$ cat src/rtl/kbd_wake_matcher.sv
module kbd_wake_matcher #(
  parameter int KEYS      = 5,
  parameter int KEY_BYTES = 3,
  parameter int PULSE_LEN = 16
) (
  input  logic       clk,
  input  logic       rst_n,
  input  logic       idx_wr,
  input  logic [3:0] idx_wdata,
  input  logic       dat_wr,
  input  logic [7:0] dat_wdata,
  output logic [7:0] rd_data,
  input  logic       kb_valid,
  input  logic [7:0] kb_byte,
  input  logic       ms_click,
  input  logic       ms_right,
  input  logic       any_key,
  input  logic       mouse_en,
  input  logic       mouse_sel_right,
  input  logic       arm,
  output logic       wake_armed,
  output logic       wake_status,
  output logic       wake_n
);
  localparam int NBYTES = KEYS * KEY_BYTES;
  localparam int PW     = $clog2(NBYTES + 1);
  localparam int CW     = $clog2(PULSE_LEN + 1);

  logic [7:0]    mem [NBYTES];
  logic [3:0]    idx_q;
  logic [PW-1:0] pos_q, total;
  logic [KEYS-1:0] key_nz;
  logic [CW-1:0] cnt_q;
  logic          hit, restart_hit, pw_done, ev, fire, idx_ok;

  assign idx_ok  = 32'(idx_q) < NBYTES;
  assign rd_data = idx_ok ? mem[idx_q[PW-1:0]] : 8'h00;

  always_ff @(posedge clk or negedge rst_n)
    if (!rst_n) idx_q <= '0;
    else if (idx_wr) idx_q <= idx_wdata;

  for (genvar b = 0; b < NBYTES; b++) begin : g_byte
    always_ff @(posedge clk or negedge rst_n)
      if (!rst_n) mem[b] <= 8'h00;
      else if (dat_wr && 32'(idx_q) == b) mem[b] <= dat_wdata;
  end

  for (genvar k = 0; k < KEYS; k++) begin : g_key
    logic [7:0] any_bits;
    always_comb begin
      any_bits = 8'h00;
      for (int j = 0; j < KEY_BYTES; j++) any_bits |= mem[k*KEY_BYTES + j];
    end
    assign key_nz[k] = |any_bits;
  end

  always_comb begin
    logic stop;
    stop  = 1'b0;
    total = '0;
    for (int k = 0; k < KEYS; k++) begin
      if (!stop && key_nz[k]) total = total + PW'(KEY_BYTES);
      else stop = 1'b1;
    end
  end

  assign hit         = kb_valid && total != '0 && kb_byte == mem[pos_q];
  assign restart_hit = kb_valid && total != '0 && kb_byte == mem[0];
  assign pw_done     = hit && (pos_q + 1'b1 == total);

  always_ff @(posedge clk or negedge rst_n)
    if (!rst_n) pos_q <= '0;
    else if (dat_wr) pos_q <= '0;
    else if (kb_valid && total != '0) begin
      if (hit) pos_q <= pw_done ? '0 : pos_q + 1'b1;
      else     pos_q <= restart_hit ? PW'(1) : '0;
    end

  assign ev   = (any_key ? kb_valid : pw_done) ||
                (mouse_en && ms_click && ms_right == mouse_sel_right);
  assign fire = ev && wake_armed;

  always_ff @(posedge clk or negedge rst_n)
    if (!rst_n) begin
      wake_armed  <= 1'b0;
      wake_status <= 1'b0;
      cnt_q       <= '0;
    end else begin
      if (fire)     wake_armed <= 1'b0;
      else if (arm) wake_armed <= 1'b1;
      if (fire)     wake_status <= 1'b1;
      else if (arm) wake_status <= 1'b0;
      if (fire)               cnt_q <= CW'(PULSE_LEN);
      else if (cnt_q != '0)   cnt_q <= cnt_q - 1'b1;
    end

  assign wake_n = (cnt_q == '0);

  p_fire_disarms_r9: assert property (@(posedge clk) disable iff (!rst_n)
    $fell(wake_n) |-> !wake_armed);
  p_fire_needs_arm_r9: assert property (@(posedge clk) disable iff (!rst_n)
    $fell(wake_n) |-> $past(wake_armed));
  p_status_on_wake_r10: assert property (@(posedge clk) disable iff (!rst_n)
    $fell(wake_n) |-> wake_status);
  p_pulse_hold_r8: assert property (@(posedge clk) disable iff (!rst_n)
    $fell(wake_n) |=> !wake_n);
  p_pos_bound_r3: assert property (@(posedge clk) disable iff (!rst_n)
    pos_q == '0 || pos_q < total);
  p_write_restart_r12: assert property (@(posedge clk) disable iff (!rst_n)
    dat_wr |=> pos_q == '0);
  p_oob_read_r2: assert property (@(posedge clk) disable iff (!rst_n)
    !idx_ok |-> rd_data == 8'h00);
endmodule

$ cat config.mk
export PLATFORM = sky130hd
export DESIGN_NAME = kbd_wake_matcher
export DESIGN_NICKNAME = d
export VERILOG_FILES = /design/src/rtl/kbd_wake_matcher.sv
export SDC_FILE = /design/constraint.sdc
export NUM_CORES = 1
export LEC_CHECK = 0
export ABC_AREA = 1
export BUFFER_PORTS_ARGS = -buffer_cell sky130_fd_sc_hd__clkbuf_2
export CORE_MARGIN = 3
export CORE_UTILIZATION = 37
export DETAILED_ROUTE_END_ITERATION = 10
export PLACE_DENSITY = 0.56
export SLEW_MARGIN = 25
export SYNTH_ARGS = -nofsm -noshare
export SYNTH_HDL_FRONTEND = slang
export SYNTH_SLANG_ARGS = --single-unit
$ cat constraint.sdc
create_clock -name clk -period 2.15 [get_ports clk]
set_input_delay 0.1075 -clock clk [delete_from_list [all_inputs] [get_ports clk]]
set_output_delay 0.1075 -clock clk [all_outputs]
set_load 0.005 [all_outputs]
Yosys cells after proc, flatten, opt, wreduce, memory -nomap -nowiden --
Index checks and enable logic that the tools add are counted.
Word-level totals: register bits after elaboration 135, input port bits 31, output and inout bits 11, word-level logic and storage cells 129
Operators by class: $add $sub $neg 6, magnitude comparators 3, equal/unequal tests 18, muxes and demuxes 28, bitwise logic cells 12, reduce and logical (&&, ||, !) cells 42
Operators with widths (count):
- $or 8x8->8 | 10
- $bmux 8 s4 | 2
- $mux 8 | 5
- $reduce_or 8->1 | 5
- $mux 4 | 8
- $eq 4x4->1 const B | 7
- $logic_and 1x1->1 | 26
- $add 4x2->4 const B | 4
- $eq 4x3->1 const B | 4
- $eq 8x8->1 | 2
- $ge 5x5->1 const B | 2
- $mux 1 | 10
- $mux 5 | 2
- $not 4->5 | 2
- $eq 4x2->1 const B | 2
- $reduce_bool 2->1 | 3
- $logic_not 5->1 | 1
- $reduce_bool 5->1 | 1
- $sub 5x1->5 const B | 1
- $add 4x1->4 const B | 1
- $eq 4x1->1 const B | 1
- $eq 4x4->1 | 1
- $logic_not 4->1 | 1
- $lt 4x4->1 const B | 1
- other kinds (5) | 7

Longest topological paths before layout --
Gate-level depths: netlist of the first run.
depth in word-level cells 22, depth in mapped cells 19, mapped depth without buffers 19

Least setup slack after synthesis of the first run --
No wires, ideal clock.
kind register to register, from register mem[118] (netlist name), to register cnt_q[0], setup time 128 ps, arrival 1900 ps, required time 2022 ps, slack 122 ps, cell stages (with the launch flop) 17, buffers on the path 0, period minus slack after synthesis 2028 ps, cells stage by stage dfrtp_1 inv_1 nand2_1 nor3_1 nand2_1 nor2_1 inv_1 nand2_1 ha_1 nand3_1 nand3_1 nand2_1 nand2_1 nor2_1 nand3_1 nand2_2 a21oi_1
On the way: cells in the longest elaborated chain, start to end 22, elaborated cells between the ends (all ways) 37, those cells by class 4 x add/sub; 2 x eq/ne; 14 x mux; 2 x bitwise; 15 x reduce/logical
Ends and longest elaborated chain:
- start, declared | RTL line 29 | logic [7:0] mem [NBYTES];
- start signal, assigned by index | RTL line 46 | else if (dat_wr && 32'(idx_q) == b) mem[b] <= dat_wdata;
- parallel branches: the longest is 17 deep, another holds $add 4x2->4
- $logic_and 1x1->1 * | RTL line 70 | assign pw_done = hit && (pos_q + 1'b1 == total);
- $mux 1 * | RTL line 80 | assign ev = (any_key ? kb_valid : pw_done) ||
- $logic_or 1x1->1 * | RTL line 80
- $logic_and 1x1->1 * | RTL line 82 | assign fire = ev && wake_armed;
- $mux 5 or $reduce_bool 2->1 (tied branches)
- end signal, assigned | RTL line 94 | if (fire) cnt_q <= CW'(PULSE_LEN);
- end signal, assigned | RTL line 95 | else if (cnt_q != '0) cnt_q <= cnt_q - 1'b1;
- end, declared | RTL line 33 | logic [CW-1:0] cnt_q;
Mark *: on every way between the ends. The select of a mux whose other input is x is not followed. A chain may end at the register's enable or synchronous reset.

Worst setup path after layout of the first run --
from register pos_q[0], to register pos_q[2]
On the way: cells in the longest elaborated chain, start to end 11, elaborated cells between the ends (all ways) 13, those cells by class 1 x add/sub; 2 x eq/ne; 7 x mux; 1 x bitwise; 2 x reduce/logical
Ends and longest elaborated chain:
- start, declared | RTL line 31 | logic [PW-1:0] pos_q, total;
- start signal, assigned | RTL line 76 | if (hit) pos_q <= pw_done ? '0 : pos_q + 1'b1;
- start signal, assigned | RTL line 77 | else pos_q <= restart_hit ? PW'(1) : '0;
- $not 4->5 (not written as such) | RTL line 68 | assign hit = kb_valid && total != '0 && kb_byte == mem[pos_q];
- $bmux 8 s4 | RTL line 68
- $mux 8 (not written as such) (2 in a row) | RTL line 68
- $eq 8x8->1 | RTL line 68
- $logic_and 1x1->1 | RTL line 68
- $logic_and 1x1->1 | RTL line 70
- $mux 4 | RTL line 76
- $mux 4 * | RTL line 76
- $mux 4 * | RTL line 75 | else if (kb_valid && total != '0) begin
- $mux 4 * | RTL line 74 | else if (dat_wr) pos_q <= '0;
Mark *: on every way between the ends. The rest lies on a longest branch, timed or not. The select of a mux whose other input is x is not followed.

==> results.toml, run 1 <==
[status]
status = "complete, but fails checks"
violations = "setup timing"

[sta]
worst_slew_pin_slew_ns = 0.657
relSlewSlack = 0.562
tns_ns = -1.84
maxSlewViolCount = 0
timing.final.crit_share = 1.08
setup_violations = 17
hold_violations = 0
finalCriticalPeriod_ns = 2.32
rsz0062_at_grt = "yes"
clock_skew_ns = 0.0104
clock.fmax_mhz = 431
layout_setup_ws_ns = -0.172
hold_ws_ns = 0.0456

[route]
antenna_left = 0
vias = 8740
wl_per_cell_microns = 19.4
dr.pass1.iters = 6
vias_per_cell = 5.33
drt_iter0_markers = 817
wl_mm = 31.8
drc = 0

[worst_setup_path]
r2r_start = "pos_q[0]"
worstSetupPathType = "reg2reg"
reg2regPathDepth = 16
cp_cell_sequence = "clkinv_4 -> buf_12 -> buf_12 -> nand2_1 -> nand3_1 -> nand3_1 -> nand3_2 -> nand3_2 -> nand2_2 -> nor2_2 -> nand3_2 -> nor2_4 -> buf_12 -> nand2_2 -> nand3_2 -> o21ai_1"
slowest_delay_ns = 0.54
crit_slowest_cell = "dfrtp_2"
cp_top_family = "simple AND/OR/NAND/NOR gates"
arrival_ns = 2.63
required_ns = 2.46
reg2reg_slack_ns = -0.17
crit_buf_inv = 4
r2r-end = "pos_q[2]"
crit_path_frequent_cell = "nand3_2"
worst_setup_path_end_kind = "flip-flop"
worstSetupStartpointType = "flip-flop"
path_max_fanout = 8

[logic_synthesis]
yosysSeqAreaShare = 0.422
synth_warnings = 0
postSynthAreaPerCell_sq_um = 6.84
netlist_area_sq_um = 8010
syn_inst = 1171
synth_top_area_frac = 0.422
synth_cell_types = 30
ys_ff_latch = 135
synth_fp_nets = 1206
ys_top_cells_by_area = "dfrtp_1 42%, nand2_1 15%, o21ai_0 11%"
synth_top_area_cell = "dfrtp_1"

[floorplan]
chipWidth_microns = 153
io_pins = 42
rows = 53
core_sq_um = 21200
design.die.area_sq_um = 23400
die_h_microns = 153
start_util = 0.379

[pwr]
totalPowerFinal_mw = 11.5
vdd_drop_max_uv = 372
p_leak_nw = 5.38
powerDensity_nw_per_um2 = 1010

[worst_hold_path]
hold_path_class = "in2reg"
hold-path-endpoint = "mem[13]"
hold_depth = 3
hold_start = "dat_wdata[5]"

[clock_tree]
cts_buffers = 17
clock_sinks = 135
clock_path_buffers = 2
clock_latency_ns = 0.44
root_buffer = "clkbuf_16"
htree_levels = 4
cts_tree = "done"
cts.clk_slew.worst_paths_ns = 0.06

[global_route]
antenna_found_initial = 0
grt_pass1_vias = 8193
grt_max_degree = 64
grt_overflow_total = 0
grt_pass1_wl_mm = 47.6
track_usage = 0.264

[run]
drv_cap = 0

[placed_design]
gp_congestion = 0.892
numPortBuffers = 41
hpwlAfterDp_mm = 21.6
pre_cts_ws_ns = -0.278

[final_layout]
fillers = 1993
layout_commonest_cell = "nand2_1"
drive_gt1_frac = 0.272
final_cell_mix = "300 x nand2_1, 149 x inv_1, 140 x o21ai_0"
fin_nets = 1388
syn_to_final_growth_pct = 41.9
n_antenna_cell = 0
multi_input_area_sq_um = 4460
seqCellArea_sq_um = 3380
==> where the power goes <==
part / internal (mW) / switching, mW
Sequential: 3.34 / 0.495
Clock: 2.09 / 1.20
Combinational: 1.93 / 2.45
Total: 7.35 / 4.14
==> per-layer routing <==
| layer | up-vias | part of all wire | GRT usage |
|---|---|---|---|
| met2 | 389 | 0.44 | 0.402 |
| met4 | 0 | 0.034 | 0.0912 |
| met3 | 75 | 0.076 | 0.0498 |
| li1 | 4187 | - | - |
| met1 | 4089 | 0.45 | 0.377 |
| met5 | - | 0 | 0 |
==> layout make-up <==
class / instances / area share
well taps: 275 / 0.0303
inverters: 159 / 0.0538
repair buffers: 213 / 0.169
multi-input cells: 827 / 0.392
clock inverters: 12 / 0.0176
flip-flops and latches: 135 / 0.298
clock buffers: 20 / 0.0393
==> through the flow <==
stage,cells,util,instance area (sq um)
after floorplan,1171,-,8010
after global placement,1573,0.449,9500
after detailed placement,1573,0.449,9500
after CTS,1631,0.507,10700
after global routing,1641,0.537,11400
final,1641,0.537,11400
==> how the worst max path moves through the flow <==
stage / from / to / slack (ns) / depth (start not counted)
finish: pos_q[0] / pos_q[2] / -0.17 / 16
global route: mem[40] / wake_status / -0.28 / 19
floorplan: mem[118] / cnt_q[0] / 0.12 / 16
global placement: mem[24] / cnt_q[3] / -0.26 / 18
detailed placement: mem[39] / wake_status / -0.28 / 19
CTS: mem[29] / cnt_q[1] / -0.15 / 18
==> sequential cells by signal (all words and copies together) (netlist names) <==
name and cells:
mem 120, wake_status 1, idx_q 4, wake_armed 1
pos_q 4, cnt_q 5
==> synth_stat cells <==
| library cell | count |
|---|---|
| a21oi_1 | 18 |
| a221oi_1 | 1 |
| a22oi_1 | 1 |
| a32o_1 | 1 |
| buf_1 | 3 |
| buf_2 | 10 |
| buf_4 | 3 |
| buf_6 | 2 |
| clkbuf_1 | 32 |
| clkinv_1 | 1 |
| dfrtp_1 | 135 |
| ha_1 | 4 |
| inv_1 | 156 |
| inv_2 | 2 |
| nand2_1 | 322 |
| nand2_2 | 1 |
| nand3_1 | 117 |
| nand4_1 | 9 |
| nor2_1 | 100 |
| nor2_2 | 1 |
| nor2_4 | 1 |
| nor3_1 | 2 |
| nor4_1 | 2 |
| o2111ai_1 | 2 |
| o211ai_1 | 10 |
| o21ai_0 | 173 |
| o21ai_1 | 6 |
| o22ai_1 | 44 |
| xnor2_1 | 6 |
| xor2_1 | 6 |
==> worst reg2reg max path, cell delays in order (launching register included) <==
cell and delay (ns):
dfrtp_2 0.54, clkinv_4 0.17, buf_12 0.18, buf_12 0.14, nand2_1 0.06, nand3_1 0.06
nand3_1 0.11, nand3_2 0.08, nand3_2 0.08, nand2_2 0.06, nor2_2 0.11, nand3_2 0.12
nor2_4 0.15, buf_12 0.13, nand2_2 0.08, nand3_2 0.09, o21ai_1 0.06
==> what timing repair did <==
item,in CTS,in global routing
gates cloned,5,4
hold endpoints to repair,68,0
hold buffers,15,0
setup endpoints to repair,19,24
resized for setup,81,140
buffers inserted,7,8
pin swaps,27,41
==> kinds of logic after synthesis <==
kind of cell | after synthesis | synth area share
flops | 135 | 0.422
compound gates | 256 | 0.172
fa+ha+maj | 4 | 0.00625
simple gates | 555 | 0.284
buf+inv | 209 | 0.103
xor+xnor | 12 | 0.0131
No activity file was read; power rests on OpenSTA's default activity.
==> run 2, diff against run 1 <==
--- a/config.mk
+++ b/config.mk
@@ -11,6 +11,7 @@
 export CORE_UTILIZATION = 37
 export DETAILED_ROUTE_END_ITERATION = 10
 export PLACE_DENSITY = 0.56
+export SKIP_LAST_GASP = 1
 export SLEW_MARGIN = 25
 export SYNTH_ARGS = -nofsm -noshare
 export SYNTH_HDL_FRONTEND = slang
==> run 2 against run 1 <==
Effect of this change: largest cell class unchanged; first-iteration DRC count up 9.5%; via count rose by 0.15%; final cell count grew 0.12%; sequential power barely moved; die area unchanged; highest routed layer unchanged; power hardly changed; critical path depth down 1; global-route usage down 0.060 points; largest power group unchanged; critical endpoint unchanged; the run still ends with setup timing left; sequential cell count stayed put; count of clock-buffer cells in the layout stayed put; core utilization up 0.053 points; non-clock buffer count up 2.
==> results.toml, run 2 (synthesis gave the netlist of run 1 again) <==
[status]
status = "complete, but fails checks"
violations = "setup timing"

[global_route]
grt_pass1_wl_mm = 47.5
antenna_found_initial = 0
grt_pass1_vias = 8193
grt_max_degree = 64
track_usage = 0.263
grt_overflow_total = 0

[sta]
relSlewSlack = 0.558
rsz0062_at_grt = "yes"
timing.final.crit_share = 1.08
clock_skew_ns = 0.0104
setup_violations = 15
hold_violations = 0
finalCriticalPeriod_ns = 2.31
clock.fmax_mhz = 432
layout_setup_ws_ns = -0.164
worst_slew_pin_slew_ns = 0.662
maxSlewViolCount = 0

[final_layout]
largest_reg_flops = 120
largestRegisters = "mem (120), cnt_q (5)"
n_antenna_cell = 0
drive_gt1_frac = 0.270
final_util = 0.538
layout_commonest_cell = "nand2_1"
top_register = "mem"
final_cell_mix = "303 x nand2_1, 150 x inv_1, 139 x o21ai_0"
fin_nets = 1390
syn_to_final_growth_pct = 42.1

[pwr]
powerDensity_nw_per_um2 = 1010
p_clk_frac = 0.285
switchingPower_mw = 4.13
power.internal_mw = 7.35
totalPowerFinal_mw = 11.5
p_sw_frac = 0.360
seqPwrFrac = 0.333
vdd_drop_max_uv = 369
combPwrFrac = 0.381
p_leak_nw = 5.38

[worst_setup_path]
crit_path_frequent_cell = "nand3_2"
worst-path-stages = 15
worstSetupPathType = "reg2reg"
slowest_delay_ns = 0.51
cp_cell_sequence = "buf_4 -> nor2_2 -> buf_12 -> nand2_1 -> nand3_1 -> nand3_4 -> nand3_2 -> nand2_2 -> nor2_2 -> nand3_2 -> nor2_4 -> buf_12 -> nand2_2 -> nand3_2 -> o21ai_1"
arrival_ns = 2.62
worstSetupStartpointType = "flip-flop"
crit_buf_inv = 3
reg2reg_slack_ns = -0.16
cp_top_family = "simple AND/OR/NAND/NOR gates"
crit_slowest_cell = "dfrtp_2"
reg2regPathDepth = 15
path_max_fanout = 8
required_ns = 2.46
worst_setup_path_end_kind = "flip-flop"

[clock_tree]
clock_path_buffers = 2
clock_latency_ns = 0.43
cts_buffers = 17
cts_tree = "done"
clock_sinks = 135
root_buffer = "clkbuf_16"
htree_levels = 4
cts.clk_slew.worst_paths_ns = 0.06

[route]
wl_per_cell_microns = 19.4
drt_iter0_markers = 895
drc = 0
vias = 8753
vias_per_cell = 5.33
dr.pass1.iters = 6
antenna_left = 0
wl_mm = 31.9

[run]
drv_cap = 0

[floorplan]
core_sq_um = 21200
design.die.area_sq_um = 23400
chipWidth_microns = 153
die_h_microns = 153
rows = 53
start_util = 0.379
io_pins = 42

[placed_design]
gp_congestion = 0.892
numPortBuffers = 41
hpwlAfterDp_mm = 21.6

[worst_hold_path]
hold_path_class = "in2reg"
hold_depth = 3
==> run 2: changes by cell type in the layout (fill, tap and decap cells not counted), sizes merged <==
| cell | previous run | this run |
|---|---|---|
| buf | 161 | 163 |
==> run 2: worst min-delay path: cells and delay by family <==
family,cells,cell delay (ns)
compound gates,1,0.07
buf+inv,1,0.19
simple gates,1,0.07
==> run 2: timing repair <==
action | 4_1_cts | 5_1_grt
gates cloned | 5 | 4
gates resized for setup | 79 | 143
hold endpoints to repair | 68 | 0
pin swaps | 26 | 48
setup endpoints to repair | 19 | 24
setup buffers | 7 | 11
hold buffers | 15 | 0
==> run 2: cell type report <==
type	instances	area [sq um]
fillers	1983	9780
multi-input cells	827	4450
flip-flops and latches	135	3380
repair buffers	215	1940
inverters	159	614
clock buffers	20	447
well taps	275	344
clock inverters	12	200
==> run 2: per-layer routing <==
metal / vias to the layer above / global-route usage / share of wire
li1: 4187 / - / -
met1: 4090 / 0.375 / 0.44
met2: 406 / 0.401 / 0.45
met3: 70 / 0.0521 / 0.083
met4: 0 / 0.0908 / 0.028
met5: - / 0 / 0
==> run 2: worst paths after layout <==
| kind | from | end |
|---|---|---|
| min reg2reg | mem[81] | mem[81] |
| max in group asynchronous | rst_n | mem[86] |
| min in group asynchronous | rst_n | mem[9] |
| max reg2reg | pos_q[0] | pos_q[2] |
| min | dat_wdata[5] | mem[13] |
| max | pos_q[0] | pos_q[2] |
==> run 2: power by group through the flow <==
stage	Clock, mW	Sequential [mW]	Combinational [mW]
global placement	0	3.82	3.68
global route	3.46	3.93	4.84
CTS	3.31	3.81	3.93
finish	3.28	3.83	4.38
detailed placement	0	3.84	3.69
floorplan	0	3.81	1.98
==> run 2: per-stage QoR <==
step / setup WS [ns] / hold WS, ns / instance area [sq um] / TNS (ns) / cells
2_1_floorplan: 0.122 / -0.188 / 8010 / 0 / 1171
3_3_place_gp: -0.256 / 0.158 / 9500 / -2.54 / 1573
4_1_cts: -0.145 / 0.0267 / 10700 / -1.33 / 1631
6_report: -0.164 / 0.0444 / 11400 / -1.73 / 1643
5_1_grt: -0.286 / 0.0447 / 11400 / -3.52 / 1643
3_5_place_dp: -0.278 / 0.162 / 9500 / -2.77 / 1573
